### src/rtl/cdw_pkg.sv
package cdw_pkg;

   typedef enum logic [2:0] {
      ST_IDLE,
      ST_LEAD,
      ST_HIGH,
      ST_LOW,
      ST_GAP
   } cdw_state_e;

   function automatic int cdw_ceil_div(input int num, input int den);
      return (num + den - 1) / den;
   endfunction

   function automatic int cdw_max(input int a, input int b);
      return (a > b) ? a : b;
   endfunction

endpackage

### src/rtl/dac_phase_timer.sv
// Down-counter that measures one phase; done is high when it sits at zero.
module dac_phase_timer #(
   parameter int CNT_W = 4
) (
   input  logic             clk,
   input  logic             rst_n,
   input  logic             load,
   input  logic [CNT_W-1:0] load_val,
   output logic             done
);
   logic [CNT_W-1:0] cnt_q;

   always_ff @(posedge clk or negedge rst_n) begin
      if (!rst_n)               cnt_q <= '0;
      else if (load)            cnt_q <= load_val;
      else if (cnt_q != '0)     cnt_q <= cnt_q - 1'b1;
   end

   assign done = (cnt_q == '0);

   // the counter rests at zero until reloaded (R5 phase lengths rely on this)
   p_timer_rest_r5: assert property (@(posedge clk) disable iff (!rst_n)
      (!load && done) |=> done);
endmodule

### src/rtl/dac_frame_packer.sv
// Builds the chain image: farthest converter's frame in the top bits.
module dac_frame_packer #(
   parameter int NUM_DEV = 3,
   parameter int CODE_W  = 12,
   parameter int FILL_W  = 4,
   localparam int FRAME_W = FILL_W + CODE_W,
   localparam int TOTAL_W = NUM_DEV * FRAME_W
) (
   input  logic [NUM_DEV*CODE_W-1:0] codes,
   output logic [TOTAL_W-1:0]        image
);
   for (genvar i = 0; i < NUM_DEV; i++) begin : g_slot
      if (FILL_W > 0) begin : g_fill
         assign image[i*FRAME_W +: FRAME_W] = {{FILL_W{1'b0}}, codes[i*CODE_W +: CODE_W]};
      end else begin : g_nofill
         assign image[i*FRAME_W +: FRAME_W] = codes[i*CODE_W +: CODE_W];
      end
   end
endmodule

### src/rtl/cascade_dac_writer.sv
module cascade_dac_writer
   import cdw_pkg::*;
#(
   parameter int NUM_DEV       = 3,
   parameter int CODE_W        = 12,
   parameter int FILL_W        = 4,
   parameter int SCLK_DIV      = 8,
   parameter int SYS_PERIOD_PS = 8000,
   parameter int MIN_PHASE_PS  = 35000,
   parameter int MIN_SETUP_PS  = 20000,
   parameter int MIN_SELHI_PS  = 20000,
   parameter int GAP_CYC       = 4
) (
   input  logic                      clk,
   input  logic                      rst_n,
   input  logic                      in_valid,
   output logic                      in_ready,
   input  logic [NUM_DEV*CODE_W-1:0] in_codes,
   output logic                      dac_sel_n,
   output logic                      dac_sclk,
   output logic                      dac_sdo
);
   localparam int FRAME_W   = FILL_W + CODE_W;
   localparam int TOTAL_W   = NUM_DEV * FRAME_W;
   localparam int PH_MIN    = cdw_ceil_div(MIN_PHASE_PS, SYS_PERIOD_PS);
   localparam int HI_CYC    = cdw_max(SCLK_DIV / 2, PH_MIN);
   localparam int LO_CYC    = cdw_max(SCLK_DIV - SCLK_DIV / 2, PH_MIN);
   localparam int SU_CYC    = cdw_ceil_div(MIN_SETUP_PS, SYS_PERIOD_PS);
   localparam int LEAD_CYC  = cdw_max(LO_CYC, SU_CYC);
   localparam int SELHI_CYC = cdw_ceil_div(MIN_SELHI_PS, SYS_PERIOD_PS);
   localparam int MAX_PH    = cdw_max(cdw_max(HI_CYC, LEAD_CYC), GAP_CYC);
   localparam int CNT_W     = $clog2(MAX_PH + 1);
   localparam int BIT_W     = $clog2(TOTAL_W + 1);

   // elaboration-time parameter checks
   if (NUM_DEV < 1)          begin : g_bad_dev   $error("NUM_DEV must be at least 1"); end
   if (CODE_W < 1)           begin : g_bad_code  $error("CODE_W must be at least 1"); end
   if (SCLK_DIV < 2)         begin : g_bad_div   $error("SCLK_DIV must be at least 2"); end
   if (GAP_CYC < SELHI_CYC)  begin : g_bad_gap   $error("GAP_CYC below select-high minimum"); end
   if (GAP_CYC < 1)          begin : g_bad_gap0  $error("GAP_CYC must be at least 1"); end

   cdw_state_e         state_q;
   logic [TOTAL_W-1:0] shreg_q;
   logic [TOTAL_W-1:0] image;
   logic [BIT_W-1:0]   bits_q;
   logic               tmr_load;
   logic [CNT_W-1:0]   tmr_val;
   logic               tmr_done;
   logic               last_bit;

   dac_frame_packer #(
      .NUM_DEV (NUM_DEV),
      .CODE_W  (CODE_W),
      .FILL_W  (FILL_W)
   ) u_pack (
      .codes (in_codes),
      .image (image)
   );

   dac_phase_timer #(.CNT_W(CNT_W)) u_tmr (
      .clk      (clk),
      .rst_n    (rst_n),
      .load     (tmr_load),
      .load_val (tmr_val),
      .done     (tmr_done)
   );

   assign last_bit = (bits_q == BIT_W'(TOTAL_W - 1));

   always_comb begin
      tmr_load = 1'b0;
      tmr_val  = '0;
      unique case (state_q)
         ST_IDLE: if (in_valid) begin
            tmr_load = 1'b1;
            tmr_val  = CNT_W'(LEAD_CYC - 1);
         end
         ST_LEAD, ST_LOW: if (tmr_done) begin
            tmr_load = 1'b1;
            tmr_val  = CNT_W'(HI_CYC - 1);
         end
         ST_HIGH: if (tmr_done) begin
            tmr_load = 1'b1;
            tmr_val  = last_bit ? CNT_W'(GAP_CYC - 1) : CNT_W'(LO_CYC - 1);
         end
         default: ;
      endcase
   end

   always_ff @(posedge clk or negedge rst_n) begin
      if (!rst_n) begin
         state_q <= ST_IDLE;
         shreg_q <= '0;
         bits_q  <= '0;
      end else begin
         unique case (state_q)
            ST_IDLE: if (in_valid) begin
               shreg_q <= image;
               bits_q  <= '0;
               state_q <= ST_LEAD;
            end
            ST_LEAD, ST_LOW: if (tmr_done) state_q <= ST_HIGH;
            ST_HIGH: if (tmr_done) begin
               shreg_q <= {shreg_q[TOTAL_W-2:0], 1'b0};
               bits_q  <= bits_q + 1'b1;
               state_q <= last_bit ? ST_GAP : ST_LOW;
            end
            ST_GAP: if (tmr_done) state_q <= ST_IDLE;
            default: state_q <= ST_IDLE;
         endcase
      end
   end

   assign in_ready  = (state_q == ST_IDLE);
   assign dac_sel_n = (state_q == ST_IDLE) || (state_q == ST_GAP);
   assign dac_sclk  = (state_q == ST_HIGH);
   assign dac_sdo   = shreg_q[TOTAL_W-1];

   p_sclk_idle_r4: assert property (@(posedge clk) disable iff (!rst_n)
      dac_sel_n |-> !dac_sclk);

   p_sdo_hold_r8: assert property (@(posedge clk) disable iff (!rst_n)
      ($past(dac_sclk) && dac_sclk) |-> $stable(dac_sdo));

   p_busy_not_ready_r7: assert property (@(posedge clk) disable iff (!rst_n)
      !dac_sel_n |-> !in_ready);

   p_bits_bound_r3: assert property (@(posedge clk) disable iff (!rst_n)
      bits_q <= BIT_W'(TOTAL_W));

   p_sel_rise_full_r3: assert property (@(posedge clk) disable iff (!rst_n)
      $rose(dac_sel_n) |-> (bits_q == BIT_W'(TOTAL_W)));

   p_first_edge_lead_r6: assert property (@(posedge clk) disable iff (!rst_n)
      $fell(dac_sel_n) |-> !dac_sclk);
endmodule

### config.mk
export PLATFORM = sky130hd
export DESIGN_NAME = cascade_dac_writer
export DESIGN_NICKNAME = d
export VERILOG_FILES = /design/src/rtl/cdw_pkg.sv /design/src/rtl/dac_phase_timer.sv /design/src/rtl/dac_frame_packer.sv /design/src/rtl/cascade_dac_writer.sv
export SDC_FILE = /design/constraint.sdc
export NUM_CORES = 1
export LEC_CHECK = 0
export BUFFER_PORTS_ARGS = -buffer_cell sky130_fd_sc_hd__buf_4
export CAP_MARGIN = 10
export CORE_MARGIN = 2
export CORE_UTILIZATION = 41
export CTS_CLUSTER_DIAMETER = 100
export CTS_CLUSTER_SIZE = 30
export DETAILED_ROUTE_END_ITERATION = 10
export PLACE_DENSITY_LB_ADDON = 0.15
export SETUP_SLACK_MARGIN = 0.15
export SYNTH_ARGS = -nofsm -noshare
export SYNTH_HDL_FRONTEND = slang
export SYNTH_SLANG_ARGS = --single-unit
### constraint.sdc
create_clock -name clk -period 3.3 [get_ports clk]
set_input_delay 0.165 -clock clk [delete_from_list [all_inputs] [get_ports clk]]
set_output_delay 0.165 -clock clk [all_outputs]
set_load 0.03 [all_outputs]
==> reports/qor.csv <==
metric,value,unit
sequential-to-total area share from yosys stat,0.553,
critical path's slowest cell,or4_1,
Pleak,1.56,nW
Slew headroom,0.496,
Peak Freq,473,MHz
Iteration-0 DRC Markers,140,
Num CTS Buffers,9,
CP arrival,2.36,ns
Max clock buf depth,2,
Sum Neg Setup Slack,0,ns
1st-pass router iterations,4,
final-report setup violation count,0,
via/cell ratio,5.08,
CTS tree,done,
port buffer count,42,
# clock sinks,60,
Final Hold Vio Count,0,
hold slack,0.0549,ns
Clock transition at path regs,0.07,ns
"Clk Latency, worst-skew pair",0.32,ns
Final #Nets,334,
synthesized flop and latch total,60,
Startpoint Class,flop,
Most used DFF post-synth,dfrtp_1,
post-CTS setup repair buffer count,0,
max cap viols,0,
Post-Synthesis Cell Area,2710,um^2
main area contributors after synthesis,"dfrtp_1 55%, mux2i_1 13%, o21ai_0 6.8%, nand2_1 5.8%, a22o_1 4.5%",
DRT antenna net count,0,
total grt overflow,0,
GRT Resource Usage Total,0.151,
crit-path max cell delay,0.51,ns
routability cong.,0.739,
period utilization,0.641,
kind of critical path,flop to flop,
area grow syn2layout,23.2,%
FP Rows,29,
largest net degree at the start of global routing,69,
max-slew violations,0,
power per cell area,859,nW/um^2
min Tclk post-route,2.12,ns
Die X-Extent,85.4,um
die area,7290,um^2
# H-tree levels,3,
RSZ-0062 raised after global routing,no,
layout cells sized above 1,0.222,
antenna violations before repair,0,
Starting Density,0.425,
root buf cell,clkbuf_8,
Register Area,1500,um^2
Filler Cell Count,590,
DRC viols,0,
Detailed Route WL,4860,um
Tightest Hold Check Type,input port to flop,
Least-Margin Pin Slew,0.755,ns
"critical path fanouts, max",68,
first-pass GRT wire length,8730,um
status,"finished, final reports clean",
area of the core,6390,um^2
"area leader, netlist",dfrtp_1,
IO Pins,43,
Die Y,85.4,um
antenna cells,0,
Netlist cell types,36,
Worst Path Required,3.55,ns
Synth top area share,0.553,
synthesized instance count,250,
wire length per cell,13.0,um
HPWL Detailed,3200,um
area of the multi-input gates,1130,um^2
number of enable flip-flop cells after synthesis,0,
"FFs w/ async S/R, synth",1.00,
syn avg cell area,10.9,um^2
crit path cell chain,inv_1 -> ha_1 -> and3b_1 -> o21ai_4 -> buf_12 -> or4_1 -> a21oi_1,
syn nets,292,
Max IR drop VDD,0.370,mV
final worst clock skew,0.00622,ns
vias post-DR,1900,
Synth Warn #,0,
Worst Setup End Kind,flop,
vias in the first global route,1841,
-- through the flow --
step,cell area [um^2],setup slack (ns),total power [W],std cells,utilization
after global routing,3340,1.02,0.00313,374,0.524
after detailed placement,3090,1.20,0.00210,357,0.483
after floorplan,2710,1.49,0.00188,250,-
final,3340,1.18,0.00287,374,0.524
after CTS,3340,1.16,0.00292,374,0.524
after global placement,3090,1.24,0.00207,357,0.483
-- synth_stat cells, types with 5 or more instances --
library cell	number
nand2_1	42
mux2i_1	36
dfrtp_1	60
clkbuf_1	6
buf_2	5
a22o_1	14
a21oi_1	5
o21ai_0	37
-- where the power goes --
part           leakage (nW)  switching [W]  internal [W]
clock                 0.120       0.000303      0.000507
combinational         0.671       0.000469      0.000424
sequential            0.774       0.000156       0.00101
total                  1.56       0.000928       0.00195
-- final cells by class --
type	instances	share of cell area
sequential	60	0.449
multi-input combinational	173	0.338
timing repair buffer	46	0.108
clock buffer	9	0.0370
clock inverter	7	0.0370
tap	77	0.0288
inverter	2	0.00224
-- flip-flops by register name (all words and copies together), names as in the netlist --
signal and flops:
shreg_q 48, bits_q 6, state_q 3, u_tmr.cnt_q 3
-- worst paths after layout --
| kind | from | endpoint | slack, ns | cells after the start |
|---|---|---|---|---|
| min | in_codes[0] | shreg_q[0]$_DFFE_PN0P_ | 0.05 | 2 |
| max in group asynchronous | rst_n | shreg_q[38]$_DFFE_PN0P_ | 2.35 | 2 |
| min reg2reg | shreg_q[40]$_DFFE_PN0P_ | shreg_q[40]$_DFFE_PN0P_ | 0.48 | 2 |
| min in group asynchronous | rst_n | shreg_q[47]$_DFFE_PN0P_ | 0.44 | 2 |
| max reg2reg | u_tmr.cnt_q[0]$_DFFE_PN0P_ | bits_q[5]$_DFFE_PN0P_ | 1.18 | 7 |
| max | u_tmr.cnt_q[0]$_DFFE_PN0P_ | bits_q[5]$_DFFE_PN0P_ | 1.18 | 7 |
-- cells by family after synthesis --
kind of cell               Yosys count  share of synthesized area
buffers and inverters               17                     0.0332
and+or+nand+nor                     64                      0.107
xor gates and xnor gates             2                    0.00646
adders and majority gates            3                     0.0138
DFF                                 60                      0.553
muxes                               36                      0.133
AOI/OAI and AO/OA                   68                      0.153
-- worst max-delay path, delay by kind of cell (launching register included) --
family                   cells  cell delay, ns
AO/OA/AOI/OAI                2            0.35
adder cells (fa/ha/maj)      1            0.18
buffers and inverters        2            0.36
flip-flops                   1            0.36
AND/OR/NAND/NOR              2            0.77
-- cell usage in the layout (no fill, tap or decap), drive strengths merged, types with 2 or more instances in the layout --
cell and instances:
buf 45, clkbuf 9, nor2b 2, a21oi 5, inv 3, nor2 4, a22o 14, o21ai 41
and2 3, clkinv 2, or4 2, nand3 3, ha 3, nand2 42, mux2i 36, dfrtp 60
a211oi 3, bufinv 3, o211ai 2
-- what timing repair did --
item,4_1_cts,5_1_grt
hold buffers,1,0
gates resized for setup,0,0
endpoints found under the hold margin,60,0
-- layer usage --
layer	vias to the layer above	routed length, um	share of wire	global-route usage
met5	-	0	0	0
met4	0	57	0.012	0.0649
met3	5	253	0.052	0.0360
met2	35	2100	0.43	0.207
met1	882	2450	0.50	0.227
li1	978	-	-	-
(Power assumes the default switching activity.)
